**config.mk**
```make
export PLATFORM = sky130hd
export DESIGN_NAME = preamble_byte_framer
export DESIGN_NICKNAME = d
export VERILOG_FILES = /design/src/rtl/pf_pkg.sv /design/src/rtl/pf_sync_hunter.sv /design/src/rtl/pf_char_shift.sv /design/src/rtl/pf_char_check.sv /design/src/rtl/preamble_byte_framer.sv
export SDC_FILE = /design/constraint.sdc
export NUM_CORES = 1
export LEC_CHECK = 0
export BUFFER_PORTS_ARGS = -buffer_cell sky130_fd_sc_hd__buf_4
export CAP_MARGIN = 10
export CORE_AREA = 2 2 69 71
export DETAILED_ROUTE_END_ITERATION = 6
export DIE_AREA = 0 0 71 73
export SYNTH_ARGS = -nofsm -noshare
export SYNTH_HDL_FRONTEND = slang
export SYNTH_SLANG_ARGS = --single-unit
```
**constraint.sdc**
```tcl
create_clock -name clk_i -period 1.55 [get_ports clk_i]
set_input_delay 0.3875 -clock clk_i [delete_from_list [all_inputs] [get_ports clk_i]]
set_output_delay 0.3875 -clock clk_i [all_outputs]
set_load 0.005 [all_outputs]
```
**src/rtl/pf_pkg.sv**
```systemverilog
package pf_pkg;
  typedef enum logic {
    ST_HUNT = 1'b0,
    ST_DATA = 1'b1
  } fr_state_e;
endpackage

```
**src/rtl/pf_sync_hunter.sv**
```systemverilog
module pf_sync_hunter #(
  parameter int RUN_LEN = 4
) (
  input  logic clk_i,
  input  logic rst_ni,
  input  logic clr_i,
  input  logic shift_i,
  input  logic bit_i,
  output logic hit_o
);
  // history of prior accepted bits; cleared entries read as zero, never match
  logic [RUN_LEN-1:0] hist_q;

  always_ff @(posedge clk_i or negedge rst_ni) begin
    if (!rst_ni)      hist_q <= '0;
    else if (clr_i)   hist_q <= '0;
    else if (shift_i) hist_q <= {hist_q[RUN_LEN-2:0], bit_i};
  end

  assign hit_o = shift_i & ~bit_i & (&hist_q);
endmodule

```
**src/rtl/pf_char_shift.sv**
```systemverilog
module pf_char_shift #(
  parameter int FRAME_W = 11
) (
  input  logic               clk_i,
  input  logic               rst_ni,
  input  logic               clr_i,
  input  logic               load_i,
  input  logic               shift_i,
  input  logic               bit_i,
  output logic               done_o,
  output logic [FRAME_W-1:0] frame_o
);
  localparam int CNT_W = $clog2(FRAME_W);
  localparam logic [CNT_W-1:0] LAST = CNT_W'(FRAME_W - 1);

  logic [CNT_W-1:0]   cnt_q;
  logic [FRAME_W-1:0] sreg_q;

  always_ff @(posedge clk_i or negedge rst_ni) begin
    if (!rst_ni) begin
      cnt_q  <= '0;
      sreg_q <= '0;
    end else if (clr_i) begin
      cnt_q  <= '0;
    end else if (load_i) begin
      // sync zero doubles as start bit of the first character
      sreg_q[0] <= 1'b0;
      cnt_q     <= CNT_W'(1);
    end else if (shift_i) begin
      sreg_q[cnt_q] <= bit_i;
      cnt_q         <= (cnt_q == LAST) ? '0 : cnt_q + CNT_W'(1);
    end
  end

  assign done_o = shift_i & ~clr_i & ~load_i & (cnt_q == LAST);

  always_comb begin
    frame_o            = sreg_q;
    frame_o[FRAME_W-1] = bit_i;
  end
endmodule

```
**src/rtl/pf_char_check.sv**
```systemverilog
module pf_char_check #(
  parameter int DATA_W = 8
) (
  input  logic              clk_i,
  input  logic              rst_ni,
  input  logic              done_i,
  input  logic [DATA_W+2:0] frame_i,
  output logic              vld_o,
  output logic [DATA_W-1:0] byte_o,
  output logic              start_err_o,
  output logic              parity_err_o,
  output logic              stop_err_o
);
  localparam int PAR_POS  = DATA_W + 1;
  localparam int STOP_POS = DATA_W + 2;

  logic [DATA_W-1:0] data;
  logic              par_exp;

  for (genvar i = 0; i < DATA_W; i++) begin : g_data
    assign data[i] = frame_i[1+i];
  end

  assign par_exp = ~(^data);

  always_ff @(posedge clk_i or negedge rst_ni) begin
    if (!rst_ni) begin
      vld_o        <= 1'b0;
      byte_o       <= '0;
      start_err_o  <= 1'b0;
      parity_err_o <= 1'b0;
      stop_err_o   <= 1'b0;
    end else begin
      vld_o        <= done_i;
      start_err_o  <= done_i & frame_i[0];
      parity_err_o <= done_i & (frame_i[PAR_POS] ^ par_exp);
      stop_err_o   <= done_i & ~frame_i[STOP_POS];
      if (done_i) byte_o <= data;
    end
  end
endmodule

```
**src/rtl/preamble_byte_framer.sv**
```systemverilog
module preamble_byte_framer
  import pf_pkg::*;
#(
  parameter int DATA_W  = 8,
  parameter int RUN_LEN = 4
) (
  input  logic              clk_i,
  input  logic              rst_ni,
  input  logic              bit_vld_i,
  input  logic              bit_i,
  input  logic              gap_i,
  output logic              byte_vld_o,
  output logic [DATA_W-1:0] byte_o,
  output logic              start_err_o,
  output logic              parity_err_o,
  output logic              stop_err_o,
  output logic              pkt_start_o
);
  localparam int FRAME_W = DATA_W + 3;

  fr_state_e          state_q, state_d;
  logic               take;
  logic               hunt_shift, hunt_hit;
  logic               char_shift, char_done;
  logic [FRAME_W-1:0] frame;
  logic               pkt_q;

  assign take       = bit_vld_i & ~gap_i;
  assign hunt_shift = take & (state_q == ST_HUNT);
  assign char_shift = take & (state_q == ST_DATA);

  always_comb begin
    state_d = state_q;
    if (gap_i)         state_d = ST_HUNT;
    else if (hunt_hit) state_d = ST_DATA;
  end

  always_ff @(posedge clk_i or negedge rst_ni) begin
    if (!rst_ni) begin
      state_q <= ST_HUNT;
      pkt_q   <= 1'b0;
    end else begin
      state_q <= state_d;
      pkt_q   <= hunt_hit & ~gap_i;
    end
  end

  pf_sync_hunter #(.RUN_LEN(RUN_LEN)) u_hunt (
    .clk_i   (clk_i),
    .rst_ni  (rst_ni),
    .clr_i   (gap_i | hunt_hit),
    .shift_i (hunt_shift),
    .bit_i   (bit_i),
    .hit_o   (hunt_hit)
  );

  pf_char_shift #(.FRAME_W(FRAME_W)) u_shift (
    .clk_i   (clk_i),
    .rst_ni  (rst_ni),
    .clr_i   (gap_i),
    .load_i  (hunt_hit),
    .shift_i (char_shift),
    .bit_i   (bit_i),
    .done_o  (char_done),
    .frame_o (frame)
  );

  pf_char_check #(.DATA_W(DATA_W)) u_check (
    .clk_i        (clk_i),
    .rst_ni       (rst_ni),
    .done_i       (char_done),
    .frame_i      (frame),
    .vld_o        (byte_vld_o),
    .byte_o       (byte_o),
    .start_err_o  (start_err_o),
    .parity_err_o (parity_err_o),
    .stop_err_o   (stop_err_o)
  );

  assign pkt_start_o = pkt_q;
endmodule

```
==> reports/metrics.yaml <==
finish:
  finalNonFillerCells: 224
  commonest_cells_after_routing_fill_and_taps_aside: "36 x sky130_fd_sc_hd__buf_4, 32 x sky130_fd_sc_hd__dfrtp_1, 11 x sky130_fd_sc_hd__mux2_4"
  multi_input_gate_area_in_the_final_layout_um2: 751
  final.fill_count: 406
  layout.cells.most_common: "sky130_fd_sc_hd__buf_4"
  final-seq-area_um2: 801
  area.growth.synth_to_final_pct: 39.6
  diodes: 0
  drive_above_1_share_pct: 45.9
  num-nets-final: 174
place:
  place_hpwl_um: 2060
  dpl.cell_count: 212
  port_buffers: 17
  place.gp.congestion: 0.849
setup_path:
  timing_worst_setup_path_type: "reg -> reg"
  r2r-end: "u_shift.sreg_q[5]$_DFFE_PN0P_"
  reg2reg_slack_ns: -0.09
  critical_path_depth: 4
  critPathSlowestCell: "sky130_fd_sc_hd__or4_4"
  cp_num_buf_inv: 1
  cp-end-kind: "flip-flop"
  worst_path_dominant_cell_family: "simple AND/OR/NAND/NOR gates"
  cp_slowest_stage_delay_ns: 0.53
  start_kind: "flip-flop"
  crit_required_ns: 1.72
  reg2reg_depth: 4
  worstPathArrival_ns: 1.81
  crit-reg2reg-launch: "u_shift.cnt_q[2]$_DFFE_PN0P_"
  worstPathCellList: "inv_2 -> or4_4 -> nor3b_4 -> mux2_4"
  largest_fanout_on_the_critical_path: 4
run_status:
  outcome: "complete, but fails checks"
  violations: "setup timing"
synth:
  syn-cell-area_um2: 1480
  syn_nets: 133
  sequential_to_total_area_share_from_yosys_stat_pct: 54.1
  synthCells: 128
  synth_edf_count: 0
  async_flop_share_pct: 100
  yosys_register_bits: 32
  dominantRegCellSynth: "sky130_fd_sc_hd__dfrtp_1"
  avgSynthCellArea_um2: 11.6
  synth-warning-count: 0
  ys_types: 32
drt:
  routed-wl-met3_um: 72
  wl_met1_um: 1540
  route.met2.wl_um: 1540
  wire_per_inst_um: 14.4
  drt_pass1_iterations: 4
  drc_violation_count_after_routing: 0
  first_iter_violations: 97
  route.detailed.vias_per_inst: 4.89
  highest_metal_layer_with_signal_wires: "met4"
  routed_wirelength_um: 3220
  vias: 1096
  antenna_left: 0
flow_run:
  timing.max_cap.violations: 0
sta:
  period_minus_slack_ns: 1.64
  setup_total_negative_slack_ns: -0.251
  grt_setup_unrepaired: "yes"
  maxSlewViolCount: 0
  postLayoutSetupSlackWorst_ns: -0.0851
  slew_headroom_pct: 72.3
  finalSetupViolations: 4
  timing_worst_slew_pin_value_ns: 0.415
  timing.clock.skew_ns: 0.00303
  maxClockFrequency_mhz: 612
  share_of_the_cycle_needed_by_the_critical_path_after_routing_pct: 105
  finalHoldViolCount: 0
grt:
  grt_first_pass_wirelength_um: 5180
  grt_pass1_vias: 1082
  globalRoute.totalOverflow: 0
  grt_util_all_layers_pct: 13.0
  grt_start_max_net_pins: 33
  grt_antenna_before_repair: 0
floorplan:
  rows: 25
  die_span_in_y_um: 73
  initial_core_util_pct: 32.6
  area_of_the_placeable_core_um2: 4540
  io_pins: 18
  area_of_the_die_um2: 5180
  chipWidth_um: 71
cts:
  cts-htree-levels: 2
  clkSlewWorstSetupHoldPaths_ns: 0.07
  root_buffer: "sky130_fd_sc_hd__clkbuf_8"
  ctsLongestPathBuffers: 2
  cts_hold_repair.buffers: 0
  clock_insertion_delay_at_the_later_pin_of_the_skew_report_ns: 0.28
  cts-buffers-inserted: 5
  cts_tree: "done"
  clock-sinks: 32
power:
  vdd_ir_drop_max_mv: 0.330
  pwr_density_cell_nw_per_um2: 818
  power_leakage_nw: 0.995
worst_hold_path:
  worst_hold_path_type: "in -> async"
[Yosys cell counts (all sizes together) (2+ instances only)]
master | instances | share of area, %
xnor2 | 4 | 2.4
a31oi | 3 | 1.3
nand3 | 2 | 0.68
inv | 2 | 0.51
nor2 | 7 | 1.8
o21ai | 4 | 1.4
xor2 | 2 | 1.2
a21boi | 2 | 1.0
nand2b | 2 | 0.85
mux2 | 18 | 14
clkbuf | 4 | 1.0
nor2b | 3 | 1.3
dfrtp | 32 | 54
nor3 | 4 | 1.4
nand2 | 12 | 3.2
nor3b | 2 | 1.7
a21oi | 8 | 2.7
and2 | 4 | 1.7
[per-stage QoR]
step	utilization, %	power [W]	setup slack (ns)	area [um2]	hold slack [ns]
finish	45.5	0.00169	-0.0851	2060	0.0298
global placement	39.9	0.000906	-0.141	1810	0.342
detailed placement	39.9	0.000908	-0.163	1810	0.354
global route	45.5	0.00176	-0.148	2060	0.0598
CTS	42.6	0.00170	-0.0593	1930	0.0444
floorplan	-	0.000869	-0.0291	1490	0.0919
[power breakdown]
part | internal [W] | switching, W | total [W]
sequential | 0.000837 | 0.00000190 | 0.000839
clock | 0.000475 | 0.000321 | 0.000796
combinational | 0.0000150 | 0.0000381 | 0.0000532
[metal layers]
metal | vias up | GRT usage [%]
li1 | 527 | -
met1 | 547 | 17.5
met2 | 15 | 19.6
met3 | 7 | 2.90
met4 | 0 | 6.92
met5 | - | 0
[worst reg2reg max path, stage by stage, from the launching register on]
cell                      delay [ns]
sky130_fd_sc_hd__dfrtp_1        0.41
sky130_fd_sc_hd__inv_2          0.05
sky130_fd_sc_hd__or4_4          0.53
sky130_fd_sc_hd__nor3b_4        0.21
sky130_fd_sc_hd__mux2_4         0.31
[kinds of logic after synthesis]
kind of cell / synth area share (%)
buffers and inverters: 2.03
DFF: 54.1
AOI/OAI and AO/OA: 9.22
xor gates and xnor gates: 5.08
muxes: 13.7
and+or+nand+nor: 15.8
[how the worst max path moves through the flow]
stage	from	slack, ns	to
after floorplan	state_q$_DFFE_PN0P_	-0.03	u_shift.sreg_q[6]$_DFFE_PN0P_
after global placement	gap_i	-0.14	u_shift.sreg_q[6]$_DFFE_PN0P_
after detailed placement	gap_i	-0.16	u_shift.sreg_q[4]$_DFFE_PN0P_
after CTS	u_shift.cnt_q[2]$_DFFE_PN0P_	-0.06	u_shift.sreg_q[4]$_DFFE_PN0P_
after global routing	u_shift.cnt_q[2]$_DFFE_PN0P_	-0.15	u_shift.sreg_q[5]$_DFFE_PN0P_
final	u_shift.cnt_q[2]$_DFFE_PN0P_	-0.09	u_shift.sreg_q[5]$_DFFE_PN0P_
[registers in the layout (all words and copies together), names as in the netlist, 4 cells and up]
name,cells
u_shift.sreg_q,10
u_check.byte_o,8
u_hunt.hist_q,4
u_shift.cnt_q,4
[final cells by class]
class,count,area share (%)
Clock buffer,5,3.33
Clock inverter,3,2.06
Inverter,2,0.364
Multi-Input combinational cell,89,36.4
Sequential cell,32,38.8
Tap cell,54,3.27
Timing Repair Buffer,39,15.8
[repair_timing]
action / CTS / global route
pin swaps: 1 / 2
endpoints found under the setup margin: 12 / 16
buffers inserted: 1 / 2
gates cloned: 0 / 1
gates resized for setup: 2 / 19
Power figures use the tool's default switching activity.
